### config.mk
export PLATFORM = sky130hd
export DESIGN_NAME = abus_master_seq
export DESIGN_NICKNAME = d
export VERILOG_FILES = /design/src/rtl/abus_pkg.sv /design/src/rtl/abus_ack_sync.sv /design/src/rtl/abus_seq_ctrl.sv /design/src/rtl/abus_strobe_phase.sv /design/src/rtl/abus_master_seq.sv
export SDC_FILE = /design/constraint.sdc
export NUM_CORES = 1
export LEC_CHECK = 0
export ABC_AREA = 1
export BUFFER_PORTS_ARGS = -buffer_cell sky130_fd_sc_hd__buf_4
export CORE_MARGIN = 1
export CORE_UTILIZATION = 50
export DETAILED_ROUTE_END_ITERATION = 6
export PLACE_DENSITY = 0.82
export SLEW_MARGIN = 20
export SYNTH_ARGS = -nofsm -noshare
export SYNTH_HDL_FRONTEND = slang
export SYNTH_HIERARCHICAL = 1
export SYNTH_SLANG_ARGS = --single-unit
### constraint.sdc
create_clock -name clk -period 4.2 [get_ports clk]
set_clock_uncertainty 0.2 [all_clocks]
set_input_delay 0.84 -clock clk [delete_from_list [all_inputs] [get_ports clk]]
set_output_delay 0.84 -clock clk [all_outputs]
set_load 0.03 [all_outputs]
### src/rtl/abus_pkg.sv
package abus_pkg;
   typedef enum logic [1:0] {
      ST_IDLE = 2'd0,
      ST_ACT  = 2'd1,
      ST_TERM = 2'd2
   } seq_state_e;

   typedef enum logic [1:0] {
      PORT_8  = 2'd0,
      PORT_16 = 2'd1,
      PORT_32 = 2'd2
   } port_w_e;

   // active-low acknowledge code to port width; 11 means no termination
   function automatic logic ack_valid(input logic [1:0] code);
      return code != 2'b11;
   endfunction

   function automatic port_w_e ack_port(input logic [1:0] code);
      case (code)
         2'b10:   return PORT_8;
         2'b01:   return PORT_16;
         default: return PORT_32;
      endcase
   endfunction
endpackage

### src/rtl/abus_ack_sync.sv
module abus_ack_sync #(
   parameter int STAGES = 2,
   parameter int WIDTH  = 2
) (
   input  logic             clk,
   input  logic             rst_n,
   input  logic [WIDTH-1:0] din,
   output logic [WIDTH-1:0] dout
);
   logic [WIDTH-1:0] stage_q [STAGES];

   always_ff @(posedge clk or negedge rst_n) begin
      if (!rst_n) stage_q[0] <= '1;
      else        stage_q[0] <= din;
   end

   for (genvar g = 1; g < STAGES; g++) begin : g_stage
      always_ff @(posedge clk or negedge rst_n) begin
         if (!rst_n) stage_q[g] <= '1;
         else        stage_q[g] <= stage_q[g-1];
      end
   end

   assign dout = stage_q[STAGES-1];
endmodule

### src/rtl/abus_seq_ctrl.sv
module abus_seq_ctrl
   import abus_pkg::*;
#(
   parameter int ADDR_W = 32,
   parameter int DATA_W = 32,
   parameter int CNT_W  = 4
) (
   input  logic              clk,
   input  logic              rst_n,
   input  logic              req_valid,
   input  logic              req_write,
   input  logic [ADDR_W-1:0] req_addr,
   input  logic [1:0]        req_size,
   input  logic [DATA_W-1:0] req_wdata,
   input  logic [1:0]        ack_sync,
   input  logic [DATA_W-1:0] cap_data,
   output seq_state_e        state,
   output logic [CNT_W-1:0]  cnt,
   output logic              wr,
   output logic              rd_dben,
   output logic              oe,
   output logic [ADDR_W-1:0] addr,
   output logic [1:0]        size,
   output logic [DATA_W-1:0] wdata,
   output logic              done,
   output port_w_e           port,
   output logic [DATA_W-1:0] rdata
);
   localparam logic [CNT_W-1:0] CNT_MAX = {CNT_W{1'b1}};
   localparam logic [CNT_W-1:0] RD_MIN  = CNT_W'(1);
   localparam logic [CNT_W-1:0] WR_MIN  = CNT_W'(2);

   logic ack_ok;
   assign ack_ok = ack_valid(ack_sync) && (cnt >= (wr ? WR_MIN : RD_MIN));

   always_ff @(posedge clk or negedge rst_n) begin
      if (!rst_n) begin
         state   <= ST_IDLE;
         cnt     <= '0;
         wr      <= 1'b0;
         rd_dben <= 1'b0;
         oe      <= 1'b0;
         addr    <= '0;
         size    <= '0;
         wdata   <= '0;
         done    <= 1'b0;
         port    <= PORT_32;
         rdata   <= '0;
      end else begin
         done <= 1'b0;
         unique case (state)
            ST_IDLE: if (req_valid) begin
               state   <= ST_ACT;
               cnt     <= '0;
               wr      <= req_write;
               addr    <= req_addr;
               size    <= req_size;
               wdata   <= req_wdata;
            end
            ST_ACT: begin
               if (cnt != CNT_MAX) cnt <= cnt + 1'b1;
               if (cnt == '0) begin
                  rd_dben <= !wr;
                  oe      <= wr;
               end
               if (ack_ok) begin
                  state <= ST_TERM;
                  port  <= ack_port(ack_sync);
               end
            end
            ST_TERM: begin
               state   <= ST_IDLE;
               done    <= 1'b1;
               oe      <= 1'b0;
               rd_dben <= 1'b0;
               rdata   <= cap_data;
            end
            default: state <= ST_IDLE;
         endcase
      end
   end
endmodule

### src/rtl/abus_strobe_phase.sv
module abus_strobe_phase
   import abus_pkg::*;
#(
   parameter int DATA_W = 32,
   parameter int CNT_W  = 4
) (
   input  logic              clk,
   input  logic              rst_n,
   input  seq_state_e        state,
   input  logic [CNT_W-1:0]  cnt,
   input  logic              wr,
   input  logic [DATA_W-1:0] d_in,
   output logic              as_on,
   output logic              ds_on,
   output logic [DATA_W-1:0] cap_data
);
   // falling-edge registers: strobes open and close half a clock off the state
   always_ff @(negedge clk or negedge rst_n) begin
      if (!rst_n) begin
         as_on    <= 1'b0;
         ds_on    <= 1'b0;
         cap_data <= '0;
      end else begin
         as_on <= (state == ST_ACT);
         ds_on <= (state == ST_ACT) && (!wr || cnt != '0);
         if (state == ST_TERM) cap_data <= d_in;
      end
   end
endmodule

### src/rtl/abus_master_seq.sv
module abus_master_seq
   import abus_pkg::*;
#(
   parameter int ADDR_W      = 32,
   parameter int DATA_W      = 32,
   parameter int SYNC_STAGES = 2,
   parameter int CNT_W       = 4
) (
   input  logic              clk,
   input  logic              rst_n,
   input  logic              req_valid,
   output logic              req_ready,
   input  logic              req_write,
   input  logic [ADDR_W-1:0] req_addr,
   input  logic [1:0]        req_size,
   input  logic [DATA_W-1:0] req_wdata,
   output logic              done,
   output logic [1:0]        done_port,
   output logic [DATA_W-1:0] done_rdata,
   output logic [ADDR_W-1:0] bus_addr,
   output logic [1:0]        bus_size,
   output logic              bus_rw,
   output logic              as_n,
   output logic              ds_n,
   output logic              dben_n,
   output logic [DATA_W-1:0] d_out,
   output logic              d_oe,
   input  logic [DATA_W-1:0] d_in,
   input  logic [1:0]        ack_n
);
   if (SYNC_STAGES < 2) begin : g_bad_sync
      $error("SYNC_STAGES must be at least 2");
   end
   if (DATA_W % 8 != 0 || DATA_W > 32) begin : g_bad_data
      $error("DATA_W must be a byte multiple up to 32");
   end
   if (CNT_W < 2) begin : g_bad_cnt
      $error("CNT_W must be at least 2");
   end

   seq_state_e        state;
   logic [CNT_W-1:0]  cnt;
   logic              wr, rd_dben, oe, as_on, ds_on;
   logic [1:0]        ack_s;
   logic [DATA_W-1:0] cap_data, wdata;
   port_w_e           port;

   abus_ack_sync #(.STAGES(SYNC_STAGES), .WIDTH(2)) u_sync (
      .clk(clk), .rst_n(rst_n), .din(ack_n), .dout(ack_s)
   );

   abus_seq_ctrl #(.ADDR_W(ADDR_W), .DATA_W(DATA_W), .CNT_W(CNT_W)) u_ctrl (
      .clk(clk), .rst_n(rst_n), .req_valid(req_valid), .req_write(req_write),
      .req_addr(req_addr), .req_size(req_size), .req_wdata(req_wdata),
      .ack_sync(ack_s), .cap_data(cap_data), .state(state), .cnt(cnt),
      .wr(wr), .rd_dben(rd_dben), .oe(oe), .addr(bus_addr), .size(bus_size),
      .wdata(wdata), .done(done), .port(port), .rdata(done_rdata)
   );

   abus_strobe_phase #(.DATA_W(DATA_W), .CNT_W(CNT_W)) u_phase (
      .clk(clk), .rst_n(rst_n), .state(state), .cnt(cnt), .wr(wr),
      .d_in(d_in), .as_on(as_on), .ds_on(ds_on), .cap_data(cap_data)
   );

   assign req_ready = (state == ST_IDLE);
   assign bus_rw    = !wr;
   assign as_n      = !as_on;
   assign ds_n      = !ds_on;
   assign dben_n    = !(as_on && (wr || rd_dben));
   assign d_oe      = oe;
   assign d_out     = wdata;
   assign done_port = port;
endmodule

==> run summary <==
The total of hold buffers inserted after clock tree synthesis came out at 0. The internal portion of the total power is 4010 uW. The global-route wire length before repair is 23000 microns. The critical path data arrival time came out at 3130 ps. For this design the total switching power over the nets is 2890 uW. For this design the top-level I/O count stands at 211. The share of total power dissipated in sequential elements is 36.1%. The placer congestion estimate came out at 0.783. The mean area per synthesized cell is 9.35 sq um. The maximum fanout along the worst path came out at 2.

The number of buffers and inverters on the critical path is 1. The routed via count came out at 4753. The count of warnings emitted by yosys is 6. The number of cells upsized or downsized after cts came out at 0. The worst setup path is launched from a register. The final max-slew violation count came out at 0. The area inside the core boundary is 11600 sq um. The normalized max-slew margin came out at 47.3%. Of the synthesized area, sequential elements account for 61.3%. TritonCTS built the clock tree.

The number of remaining DRC errors came out at 10. The number of nets in the synthesized netlist is 757. The total congestion overflow is 0.

The detail-routed via count per cell is 4.72. The quantity of I/O buffers inserted on ports is 210. The count of cell types in the netlist is 22. The share of total power dissipated in the clock network is 21.0%. In this run the clock root is driven by a sky130_fd_sc_hd__clkbuf_16. The total count of hold-check failures in the final report was 0. The later pin in the worst-skew pair is clocked with a latency of 400 ps. In this run the worst hold path is classified as reg -> reg. The total inserted antenna cells is 0. Clock-pin slew was measured on the worst setup and hold paths at 60 ps.

The die span in x is 112 microns. The number of levels the H-tree was split into is 4. The number of maximum-capacitance violations came out at 0. The via count of the first global-routing pass came out at 4716.

The pin count of the biggest net entering global routing is 62. The number of instances in the synthesized netlist came out at 647. The switching share of total power came out at 41.9%. The routed wire length is 13700 microns. In the final layout, the share of cells above drive strength 1 is 31.3%.

Excluding fillers, the count of instances in the completed layout stands at 1006. The initial antenna violation count came out at 0. The cell family contributing the most delay on the critical path is flip-flops. For this design the static power due to leakage is 0.00454 uW.

The die covers 12500 sq um. The floorplan step set the die height to 112 microns. The average routed wire per standard cell came out at 13.6 microns. The slew of the pin with the lowest slew margin is 789 ps.

STA classifies the critical path endpoint as an output port. The buffers inserted during post-CTS setup optimization is 0. Across the VDD grid, the largest voltage drop is 493 uV. The number of setup violations in the final report came out at 0. Hold is met by 156 ps. The number of clock buffers inserted by TritonCTS came out at 17. The worst setup path is of the reg -> out kind. The CTS sink count came out at 148. In this design, the stage delay of the slowest critical-path cell is 410 ps. The proportion of power drawn by combinational gates is 42.9%.

The total power per unit cell area came out at 849 nW/um^2. The total routing usage reported by global routing came out at 23.6%. After floorplanning, the core was divided into 39 placement rows. The final reports fail on DRC. The cell total after placement is 974. The initial utilization of the core area, before any placement, comes to 52.1%.

The final core utilization is 69.9%. The flip-flop and latch count after synthesis came out at 148. The violation count after the first detailed-routing iteration came out at 355.

The clock tree buffer depth is 2. The run finished, with violations left. The post-synthesis cell area is 6050 sq um. The number of routed nets with antenna violations is 0.

For the worst setup path, the data required time is 3160 ps. The signal on the critical path passes through o21ai_1, buf_4. Setup repair after global routing could not meet its margin everywhere. The master of the slowest instance on the critical path is sky130_fd_sc_hd__dfrtn_1. At the end of the flow, the number of nets in the layout was 960. The number of iterations in the first detailed-routing pass is 7. The area added between synthesis and finish came out at 34.3%. The detailed placement HPWL is 9710 microns.
-- layer usage --
| layer | global-route usage, % | vias to the layer above | wire length (microns) |
|---|---|---|---|
| li1 | - | 2391 | - |
| met1 | 27.9 | 2176 | 5410 |
| met2 | 38.7 | 170 | 6830 |
| met3 | 9.25 | 16 | 1240 |
| met4 | 9.24 | 0 | 240 |
| met5 | 0 | - | 0 |
-- logic make-up (layout without fill, tap and decap cells) --
family / Yosys count / count (layout) / share of synthesized area [%]
and+or+nand+nor: 302 / 302 / 20.9
DFF: 148 / 148 / 61.3
buffers and inverters: 118 / 334 / 10.5
AOI/OAI and AO/OA: 73 / 73 / 6.04
adders and majority gates: 6 / 6 / 1.24
-- worst paths after layout --
check | endpoint | depth (start not counted) | startpoint | slack (ps)
setup / recovery | dben_n | 2 | u_phase/as_on | 30
hold / removal | u_sync/dout[1] | 0 | u_sync/stage_q[3] | 160
setup reg to reg | u_phase/cap_data[10] | 4 | u_ctrl/state[0] | 510
hold reg to reg | u_sync/dout[1] | 0 | u_sync/stage_q[3] | 160
max in group asynchronous | u_phase/cap_data[8] | 1 | rst_n | 1180
min in group asynchronous | u_ctrl/rdata[29] | 1 | rst_n | 210
-- flip-flops by register name (all words and copies together) (netlist names), 2 cells and up --
register / count
u_ctrl/addr: 32
u_ctrl/rdata: 32
u_ctrl/wdata: 32
u_phase/cap_data: 32
u_ctrl/cnt: 4
u_ctrl/port: 2
u_ctrl/size: 2
u_ctrl/state: 2
u_sync/dout: 2
u_sync/stage_q: 2
-- worst reg2reg max path, delay by kind of cell (launching register included) --
kind,cells,cell delay (ps)
flip-flops,1,460
AND/OR/NAND/NOR,3,450
buffers and inverters,1,320
-- power groups by stage --
| stage | Clock [uW] | Combinational [uW] | Sequential, uW |
|---|---|---|---|
| 2_1_floorplan | 0 | 1070 | 3350 |
| 3_3_place_gp | 0 | 2900 | 2490 |
| 3_5_place_dp | 0 | 2980 | 2490 |
| 4_1_cts | 1480 | 2990 | 2490 |
| 5_1_grt | 1550 | 3220 | 2580 |
| 6_report | 1450 | 2960 | 2490 |
-- cells in the mapped netlist, drive strengths merged --
cell    instances  area [sq um]
nand2         247           971
ha              6          75.1
dfrtn          34           851
inv            85           324
a21oi           2          10.0
o21ai          71           355
nand3          40           213
nor2           12          60.1
buf            32           307
clkbuf          1          3.75
dfstp           5           131
nand4           3          18.8
dfrtp         109          2730
-- layout by cell type, fill, tap and decap left out, types with 3 or more instances in the layout --
cell type and n:
sky130_fd_sc_hd__clkinvlp_4 5, sky130_fd_sc_hd__dfrtp_1 109, sky130_fd_sc_hd__nand2_2 11, sky130_fd_sc_hd__clkbuf_16 17
sky130_fd_sc_hd__o21ai_0 12, sky130_fd_sc_hd__inv_1 81, sky130_fd_sc_hd__nand4_1 3, sky130_fd_sc_hd__nor2_1 10
sky130_fd_sc_hd__ha_1 6, sky130_fd_sc_hd__buf_4 216, sky130_fd_sc_hd__dfrtn_1 34, sky130_fd_sc_hd__nand2_1 235
sky130_fd_sc_hd__dfstp_2 5, sky130_fd_sc_hd__o21ai_1 59, sky130_fd_sc_hd__nand3_1 39, sky130_fd_sc_hd__clkbuf_1 3
-- stage by stage --
step	cell area [sq um]	setup slack [ps]	power, uW	TNS, ps
after floorplan	6050	432	4420	0
after global routing	8120	-11.8	7350	-11.8
after CTS	8120	17.6	6960	0
after global placement	7550	457	5390	0
final	8120	34.0	6890	0
after detailed placement	7550	428	5480	0
-- layout make-up --
cell class	instances	area, sq um
clock buffer	20	437
clock inverter	12	134
fill	920	3490
inverter	85	324
multi-input combinational	381	1700
sequential	148	3710
tap	143	179
timing repair buffer	217	1630
Power figures use the tool's default switching activity.
